## src/rtl/i2c_iw_pkg.sv

```systemverilog
package i2c_iw_pkg;
  typedef enum logic [1:0] {
    PH_IDLE = 2'd0,
    PH_ADDR = 2'd1,
    PH_DATA = 2'd2
  } phase_t;

  typedef enum logic [1:0] {
    AK_NONE  = 2'd0,
    AK_MATCH = 2'd1,
    AK_EXT   = 2'd2
  } akind_t;

  localparam int          EXT_W      = 5;
  localparam logic [4:0]  EXT_PREFIX = 5'b11110;
endpackage

```

## src/rtl/iw_sync.sv

```systemverilog
module iw_sync #(
  parameter int STAGES = 2,
  parameter int WIDTH  = 2
) (
  input  logic             clk,
  input  logic             rst,
  input  logic [WIDTH-1:0] d,
  output logic [WIDTH-1:0] q
);
  genvar b;
  generate
    for (b = 0; b < WIDTH; b++) begin : g_bit
      logic [STAGES-1:0] chain;
      always_ff @(posedge clk) begin
        if (rst) chain <= '1;
        else     chain <= {chain[STAGES-2:0], d[b]};
      end
      assign q[b] = chain[STAGES-1];
    end
  endgenerate
endmodule

```

## src/rtl/iw_bus_events.sv

```systemverilog
module iw_bus_events (
  input  logic clk,
  input  logic rst,
  input  logic scl_s,
  input  logic sda_s,
  output logic start_p,
  output logic stop_p,
  output logic fall_p,
  output logic rise_p,
  output logic sda_v
);
  logic scl_d, sda_d;

  always_ff @(posedge clk) begin
    if (rst) begin
      scl_d   <= 1'b1;
      sda_d   <= 1'b1;
      start_p <= 1'b0;
      stop_p  <= 1'b0;
      fall_p  <= 1'b0;
      rise_p  <= 1'b0;
      sda_v   <= 1'b1;
    end else begin
      scl_d   <= scl_s;
      sda_d   <= sda_s;
      start_p <= scl_d & scl_s & sda_d & ~sda_s;
      stop_p  <= scl_d & scl_s & ~sda_d & sda_s;
      fall_p  <= scl_d & ~scl_s;
      rise_p  <= ~scl_d & scl_s;
      sda_v   <= sda_s;
    end
  end
endmodule

```

## src/rtl/iw_byte_track.sv

```systemverilog
module iw_byte_track
  import i2c_iw_pkg::*;
#(
  parameter int BYTE_BITS = 8,
  parameter int ADDR_W    = BYTE_BITS - 1
) (
  input  logic              clk,
  input  logic              rst,
  input  logic              start_p,
  input  logic              stop_p,
  input  logic              fall_p,
  input  logic              rise_p,
  input  logic              sda_v,
  input  logic              is_master,
  input  logic [ADDR_W-1:0] own_addr,
  output logic              edge_byte,
  output logic              edge_ack,
  output logic              addr_match,
  output logic              ext_code,
  output logic              rs_flag,
  output phase_t            phase,
  output akind_t            akind
);
  localparam int CNT_W = $clog2(BYTE_BITS + 2);
  localparam logic [CNT_W-1:0] BYTE_EDGE = CNT_W'(BYTE_BITS);
  localparam logic [CNT_W-1:0] ACK_EDGE  = CNT_W'(BYTE_BITS + 1);

  logic [CNT_W-1:0]     cnt_q;
  logic [CNT_W-1:0]     edge_num;
  logic                 skip_q, busy_q, edge_ok;
  logic [BYTE_BITS-1:0] sh_q;

  assign edge_ok    = fall_p & ~skip_q & ~start_p & ~stop_p;
  assign edge_num   = cnt_q + 1'b1;
  assign edge_byte  = edge_ok && (edge_num == BYTE_EDGE);
  assign edge_ack   = edge_ok && (edge_num == ACK_EDGE);
  assign addr_match = (sh_q[BYTE_BITS-1 -: ADDR_W] == own_addr);
  assign ext_code   = (sh_q[BYTE_BITS-1 -: EXT_W] == EXT_PREFIX);

  always_ff @(posedge clk) begin
    if (rst) begin
      cnt_q   <= '0;
      skip_q  <= 1'b0;
      busy_q  <= 1'b0;
      rs_flag <= 1'b0;
      phase   <= PH_IDLE;
      akind   <= AK_NONE;
      sh_q    <= '0;
    end else if (start_p) begin
      cnt_q   <= '0;
      skip_q  <= 1'b1;
      rs_flag <= busy_q;
      busy_q  <= 1'b1;
      phase   <= PH_ADDR;
      akind   <= AK_NONE;
    end else if (stop_p) begin
      cnt_q   <= '0;
      skip_q  <= 1'b0;
      rs_flag <= 1'b0;
      busy_q  <= 1'b0;
      phase   <= PH_IDLE;
      akind   <= AK_NONE;
    end else begin
      if (rise_p) sh_q <= {sh_q[BYTE_BITS-2:0], sda_v};
      if (fall_p) begin
        if (skip_q) begin
          skip_q <= 1'b0;
        end else if (edge_ack) begin
          cnt_q <= '0;
          if (phase == PH_ADDR)
            phase <= (is_master || akind != AK_NONE) ? PH_DATA : PH_IDLE;
        end else begin
          cnt_q <= edge_num;
        end
      end
      if (edge_byte && phase == PH_ADDR && !is_master) begin
        if (addr_match)    akind <= AK_MATCH;
        else if (ext_code) akind <= AK_EXT;
        else               akind <= AK_NONE;
      end
    end
  end

  // a start leaves the byte count at zero
  a_r11_count_cleared: assert property (@(posedge clk) disable iff (rst)
    start_p |=> (cnt_q == '0));
endmodule

```

## src/rtl/iw_wait_ctrl.sv

```systemverilog
module iw_wait_ctrl
  import i2c_iw_pkg::*;
(
  input  logic   clk,
  input  logic   rst,
  input  logic   start_p,
  input  logic   stop_p,
  input  logic   edge_byte,
  input  logic   edge_ack,
  input  logic   addr_match,
  input  logic   ext_code,
  input  logic   rs_flag,
  input  phase_t phase,
  input  akind_t akind,
  input  logic   is_master,
  input  logic   late_mode,
  input  logic   release_stb,
  output logic   irq,
  output logic   scl_hold,
  output logic   ack_force
);
  logic fire, stretch, ack_set, ack_clr;

  always_comb begin
    fire    = 1'b0;
    stretch = 1'b0;
    ack_set = 1'b0;
    ack_clr = start_p | stop_p | edge_ack;
    case (phase)
      PH_ADDR: begin
        if (is_master) begin
          if (edge_ack) begin
            fire    = 1'b1;
            stretch = 1'b1;
          end
        end else begin
          if (edge_byte) begin
            if (addr_match) begin
              ack_set = 1'b1;
            end else if (ext_code) begin
              fire    = 1'b1;
              stretch = 1'b1;
            end
          end
          if (edge_ack) begin
            if (akind == AK_MATCH) begin
              fire    = 1'b1;
              stretch = 1'b1;
            end else if (akind == AK_NONE && rs_flag) begin
              fire = 1'b1;
            end
          end
        end
      end
      PH_DATA: begin
        if (late_mode ? edge_ack : edge_byte) begin
          fire    = 1'b1;
          stretch = 1'b1;
        end
      end
      default: ;
    endcase
  end

  always_ff @(posedge clk) begin
    if (rst) begin
      irq       <= 1'b0;
      scl_hold  <= 1'b0;
      ack_force <= 1'b0;
    end else begin
      irq <= fire;
      if (stretch)          scl_hold <= 1'b1;
      else if (release_stb) scl_hold <= 1'b0;
      if (ack_set)          ack_force <= 1'b1;
      else if (ack_clr)     ack_force <= 1'b0;
    end
  end

  // interrupt request is a single-clock pulse
  a_r9_irq_one_cycle: assert property (@(posedge clk) disable iff (rst)
    irq |=> !irq);

  // the hold only ends after a release strobe
  a_r9_hold_needs_release: assert property (@(posedge clk) disable iff (rst)
    $fell(scl_hold) |-> $past(release_stb));

  // a wait never begins without an interrupt
  a_r7_hold_starts_with_irq: assert property (@(posedge clk) disable iff (rst)
    $rose(scl_hold) |-> irq);

  // forced ACK only within the address byte
  a_r5_ack_in_addr: assert property (@(posedge clk) disable iff (rst)
    ack_force |-> (phase == PH_ADDR));
endmodule

```

## src/rtl/i2c_irq_wait_ctrl.sv

```systemverilog
module i2c_irq_wait_ctrl
  import i2c_iw_pkg::*;
#(
  parameter int SYNC_STAGES = 2,
  parameter int BYTE_BITS   = 8,
  parameter int ADDR_W      = BYTE_BITS - 1
) (
  input  logic              clk,
  input  logic              rst,
  input  logic              scl_in,
  input  logic              sda_in,
  input  logic              is_master,
  input  logic              late_mode,
  input  logic [ADDR_W-1:0] own_addr,
  input  logic              release_stb,
  output logic              irq,
  output logic              scl_hold,
  output logic              ack_force
);
  logic [1:0] lines_s;
  logic start_p, stop_p, fall_p, rise_p, sda_v;
  logic edge_byte, edge_ack, addr_match, ext_code, rs_flag;
  phase_t phase;
  akind_t akind;

  iw_sync #(.STAGES(SYNC_STAGES), .WIDTH(2)) u_sync (
    .clk(clk), .rst(rst), .d({scl_in, sda_in}), .q(lines_s)
  );

  iw_bus_events u_events (
    .clk(clk), .rst(rst), .scl_s(lines_s[1]), .sda_s(lines_s[0]),
    .start_p(start_p), .stop_p(stop_p), .fall_p(fall_p),
    .rise_p(rise_p), .sda_v(sda_v)
  );

  iw_byte_track #(.BYTE_BITS(BYTE_BITS), .ADDR_W(ADDR_W)) u_track (
    .clk(clk), .rst(rst), .start_p(start_p), .stop_p(stop_p),
    .fall_p(fall_p), .rise_p(rise_p), .sda_v(sda_v),
    .is_master(is_master), .own_addr(own_addr),
    .edge_byte(edge_byte), .edge_ack(edge_ack),
    .addr_match(addr_match), .ext_code(ext_code), .rs_flag(rs_flag),
    .phase(phase), .akind(akind)
  );

  iw_wait_ctrl u_ctrl (
    .clk(clk), .rst(rst), .start_p(start_p), .stop_p(stop_p),
    .edge_byte(edge_byte), .edge_ack(edge_ack),
    .addr_match(addr_match), .ext_code(ext_code), .rs_flag(rs_flag),
    .phase(phase), .akind(akind), .is_master(is_master),
    .late_mode(late_mode), .release_stb(release_stb),
    .irq(irq), .scl_hold(scl_hold), .ack_force(ack_force)
  );
endmodule

```

## config.mk

```make
export PLATFORM = sky130hd
export DESIGN_NAME = i2c_irq_wait_ctrl
export DESIGN_NICKNAME = d
export VERILOG_FILES = /design/src/rtl/i2c_iw_pkg.sv /design/src/rtl/iw_sync.sv /design/src/rtl/iw_bus_events.sv /design/src/rtl/iw_byte_track.sv /design/src/rtl/iw_wait_ctrl.sv /design/src/rtl/i2c_irq_wait_ctrl.sv
export SDC_FILE = /design/constraint.sdc
export NUM_CORES = 1
export LEC_CHECK = 0
export BUFFER_PORTS_ARGS = -buffer_cell sky130_fd_sc_hd__buf_2
export CORE_ASPECT_RATIO = 0.9
export CORE_MARGIN = 2
export CORE_UTILIZATION = 55
export DETAILED_ROUTE_END_ITERATION = 8
export PLACE_DENSITY = 0.79
export SLEW_MARGIN = 20
export SYNTH_ARGS = -nofsm -noshare
export SYNTH_HDL_FRONTEND = slang
export SYNTH_SLANG_ARGS = --single-unit
```

## constraint.sdc

```tcl
create_clock -name clk -period 2.3 [get_ports clk]
set_input_delay 0.46 -clock clk [delete_from_list [all_inputs] [get_ports clk]]
set_output_delay 0.46 -clock clk [all_outputs]
set_load 0.05 [all_outputs]
```

Yosys cells after proc, flatten, opt, wreduce, memory -nomap -nowiden:

Cells that the tools add are included.
W data, S select, Z words.

* add/subtract/negate cells: 1
* eq/ne operators: 8
* mux-type cells: 39
* bitwise gates (word level): 19
* reductions and logical operators: 20

Operator list (count)
* $mux W1: 33
* $and A1 B1 Y1: 10
* $reduce_bool A3 Y1: 3
* $eq A4 B4 Y1 const B: 2
* $reduce_and A4 Y1: 2
* $reduce_bool A2 Y1: 4
* $eq A7 B7 Y1: 1
* $not A1 Y1: 7
* $mux W2: 3
* $eq A5 B5 Y1 const B: 1
* $logic_and A1 B1 Y1: 5
* $add A4 B1 Y4 const B: 1
* $eq A2 B1 Y1 const B: 2
* $mux W4: 1
* $pmux W1 S2: 2
* $ne A3 B3 Y1 const B: 1
* $reduce_and A3 Y1: 1
* $reduce_or A3 Y1: 1
* $eq A2 B2 Y1 const B: 1
* $logic_not A2 Y1: 1
* $or A1 B1 Y1: 2
* $reduce_and A2 Y1: 1
* $logic_not A1 Y1: 1
* $logic_or A1 B1 Y1: 1

* bits in registers: 32
* bits of input ports: 14
* output and inout port bits: 3
* word-level logic and storage cells: 106

Depth between registers and ports, before layout:

* depth in word-level cells: 11
* gate-level depth with buffers: 7
* gate-level depth less buffers: 7

By module:

From an unflattened synthesis, not the netlist that was laid out.

* cell total of the unflattened synthesis: 160
* area total of the unflattened synthesis: 1452.6 um^2

By module, submodules not included
* iw_byte_track: times used 1, cells an instance 115, area an instance 942.2 um^2, seq. area each 380.4 um^2
* iw_wait_ctrl: times used 1, cells an instance 22, area an instance 197.7 um^2, seq. area each 60.1 um^2
* iw_bus_events: times used 1, cells an instance 13, area an instance 192.7 um^2, seq. area each 120.1 um^2
* iw_sync: times used 1, cells an instance 10, area an instance 120.1 um^2, seq. area each 80.1 um^2

Worst setup path after synthesis:

Ideal clock, no wire load.

* path type: register to register
* start point: register u_track.cnt_q[0]
* end point: register u_track.akind[0]
* library setup time: 66 ps
* arrival: 1768 ps
* required time: 2234 ps
* path slack: 466 ps
* stages on the path, launching flop included: 7
* buffers on the path: 0
* period minus slack after synthesis: 1834 ps
* cells stage by stage: dfxtp_1 > ha_1 > xnor2_1 > nand3_2 > or3_1 > or3_4 > a21oi_2

* longest elaborated chain between the ends: 5

RTL lines
* start: declaration: RTL line iw_byte_track.sv:28 `logic [CNT_W-1:0] cnt_q;`
* start signal: assignment: RTL line iw_byte_track.sv:73 `cnt_q <= edge_num;`
* $add A4 B1 Y4: RTL line iw_byte_track.sv:34 `assign edge_num = cnt_q + 1'b1;`
* $eq A4 B4 Y1: RTL line iw_byte_track.sv:35 `assign edge_byte = edge_ok && (edge_num == BYTE_EDGE);`
* $logic_and A1 B1 Y1: RTL line iw_byte_track.sv:35
* $logic_and A1 B1 Y1 (2 in series): RTL line iw_byte_track.sv:76 `if (edge_byte && phase == PH_ADDR && !is_master) begin`
* end signal: assignment: RTL line iw_byte_track.sv:77 `if (addr_match) akind <= AK_MATCH;`
* end signal: assignment: RTL line iw_byte_track.sv:78 `else if (ext_code) akind <= AK_EXT;`
* end signal: assignment: RTL line iw_byte_track.sv:79 `else akind <= AK_NONE;`
* end: declaration: RTL line iw_byte_track.sv:22 `output akind_t akind`

No other way between the ends.
A chain may end at the register's enable or synchronous reset.

Final worst setup path:

Same ends and word-level chain as after synthesis.

==> out/results.tsv <==
metric	value	unit
outcome	finished, final reports clean	
Crit Path Max Fanout	6	
Fill cells	193	
first-pass GRT wire length	4510	um
Post-synth EDFFs	0	
adder-cell share of the synthesized area	4.54	%
Final min period	2000	ps
Clock Skew	6.11	ps
GR Overflow Total	0	
antenna viol nets, final	0	
CTS Buf Count	5	
Area contributors post-synth	dfxtp_1, nand2_1, a21oi_1	
final net count	195	
Worst-Margin Slew	505	ps
part of the cycle the worst path needs	87.1	%
async set or reset register ratio after synthesis	0	%
Post-DP HPWL	1870	um
simple-gate share of the synthesized area	26.8	%
Seq cells post-synth	32	
register area share after synthesis	46.5	%
Rel. slew slack	66.2	%
initial DRC count	31	
max-slew violations	0	
maximum vdd ir drop	0.484	mV
Area Overhead vs Synth	13.1	%
TritonCTS clock tree	built	
Fin. Hold Viols	0	
Synth Area in XOR/XNOR	6.36	%
Die Wd	56.8	um
PortBufs	16	
synth unique cells	34	
Setup violations, final	0	
# DRC	0	
Avg WL per Cell	13.0	um
largest family of logic cells by synthesized area	simple AND/OR/NAND/NOR gates	
Clock Root Buffer	clkbuf_4	
crit end category	flip-flop	
Arr. time, crit path	2280	ps
Mapped Cells	157	
number of hold-repair buffers added at the cts stage	0	
I/O Pins	17	
Yosys top cell area share	46.5	%
Total Power	1.05	mW
Cells after DPL	197	
Antenna diodes	0	
vias in the first global route	1046	
Post-Route Setup TNS	0	ps
Worst Path Required	2580	ps
Chip Height	51.5	um
Finished Cell Area	0.00156	mm^2
clock slew at reported path FFs	100	ps
CORE AREA	0.00242	mm^2
RSZ-0062 raised after global routing	no	
Post-Route WL	2660	um
P_leak	0.582	nW
final std cells w/o fill	205	
count leader, synth	dfxtp_1	
setup slack at placement	357	ps
initial antenna violation count	0	
ys flop type	dfxtp_1	
Worst Slack Setup Final	297	ps
vias per cell	5.46	
Area after DPL	0.00148	mm^2
Core Rows	17	
clk_lat worst skew	330	ps
most common library cells after synthesis	dfxtp_1, nand2_1, a21oi_1	
PwrDens	671	mW/mm^2
clock sinks	32	
Mapped Nets	176	
vias	1120	
Hold WC Path Type	input port to flip-flop	
max cap viols	0	
Initial DRT Pass Iterations	4	
GPL Wtd Cong	0.786	
post-CTS setup buffer count	0	
cell taking the most area after synthesis	dfxtp_1	
largest net degree at the start of global routing	25	
Mapped Avg Cell Area	8.77	um^2
mapped cell area	0.00138	mm^2
Warnings, synthesis	0	
die area	0.00292	mm^2
PostCTS Resize Cnt	0	
final hold slack	300	ps
Initial Util	56.8	%
CTS Buffer Depth	2	
layout cells sized above 1	20.3	%
Util after Layout	64.2	%
GRT Util Overall	21.0	%
Synth Area in Compound Gates	11.5	%
kind of critical path	flip-flop to flip-flop	
H-tree depth	2	
Max Fclk	499	MHz
mux cell area share after synthesis	1.54	%
Worst setup SP type	flip-flop	
==> state kept, by name (all words and copies together) (netlist names) <==
register / flops
u_sync.g_bit.chain: 4
u_ctrl.irq: 1
u_events.stop_p: 1
u_events.rise_p: 1
u_track.cnt_q: 4
u_track.akind: 2
u_ctrl.ack_force: 1
u_track.sh_q: 8
u_track.phase: 2
u_events.sda_v: 1
u_events.fall_p: 1
u_track.rs_flag: 1
u_track.busy_q: 1
u_track.skip_q: 1
u_events.start_p: 1
u_events.scl_d: 1
u_ctrl.scl_hold: 1
==> layer usage <==
metal / vias to the layer above / wire (um) / track usage [%]
met5: - / 0 / 0
met4: 0 / 42 / 10.9
met3: 7 / 129 / 6.08
met2: 34 / 1260 / 33.3
met1: 514 / 1230 / 26.0
li1: 565 / - / -
==> layout by cell type (no fill, tap or decap), drive strengths merged <==
cell and instances:
inv 6, nor3b 4, nand3 5, a211oi 3, clkinv 1, bufinv 1
and2 1, xor2 2, nand2b 1, clkinvlp 1, or2 6, nand3b 2
xnor2 8, nor4bb 1, mux2i 1, and2b 1, and3 1, o21ba 1
ha 5, or3 3, a311oi 1, o211ai 1, nor3 4, a21oi 18
dfxtp 32, o2111ai 1, o21a 1, buf 16, nor2b 1, clkbuf 5
nor2 15, mux2 1, nand4 2, nand2 25
==> worst max-delay path, cell delays in order, from the launching register on <==
cell and delay (ps):
dfxtp_1 380, ha_1 250, xnor2_1 220, nand3_2 160, or3_1 410, or3_4 400
a21oi_2 130
==> final cells by class <==
type	count	area [um^2]	share of cell area (%)
Multi-Input combinational cell	115	699	44.9
Sequential cell	32	641	41.1
Timing Repair Buffer	16	80.1	5.14
Clock inverter	3	42.5	2.73
Clock buffer	5	37.5	2.41
Tap cell	28	35.0	2.25
Inverter	6	22.5	1.45
==> where the power goes <==
group / internal, mW / switching, mW
clock: 0.226 / 0.198
combinational: 0.0250 / 0.0279
sequential: 0.562 / 0.00606
total: 0.814 / 0.232
==> cells by family after synthesis <==
kind of cell / count (synthesis)
adders and majority gates: 5
AOI/OAI and AO/OA: 26
muxes: 2
buffers and inverters: 10
xor gates and xnor gates: 10
and+or+nand+nor: 72
DFF: 32
==> final timing paths <==
check / from / endpoint / slack (ps) / cells past startpoint
setup / recovery: u_track.cnt_q[0]$_SDFFE_PP0N_ / u_track.akind[0]$_SDFFE_PP0P_ / 300 / 6
hold / removal: sda_in / u_sync.g_bit[0].chain[0]$_SDFF_PP1_ / 300 / 2
setup reg to reg: u_track.cnt_q[0]$_SDFFE_PP0N_ / u_track.akind[0]$_SDFFE_PP0P_ / 300 / 6
hold reg to reg: u_sync.g_bit[1].chain[0]$_SDFF_PP1_ / u_sync.g_bit[1].chain[1]$_SDFF_PP1_ / 420 / 1
No activity file was read; power rests on OpenSTA's default activity.
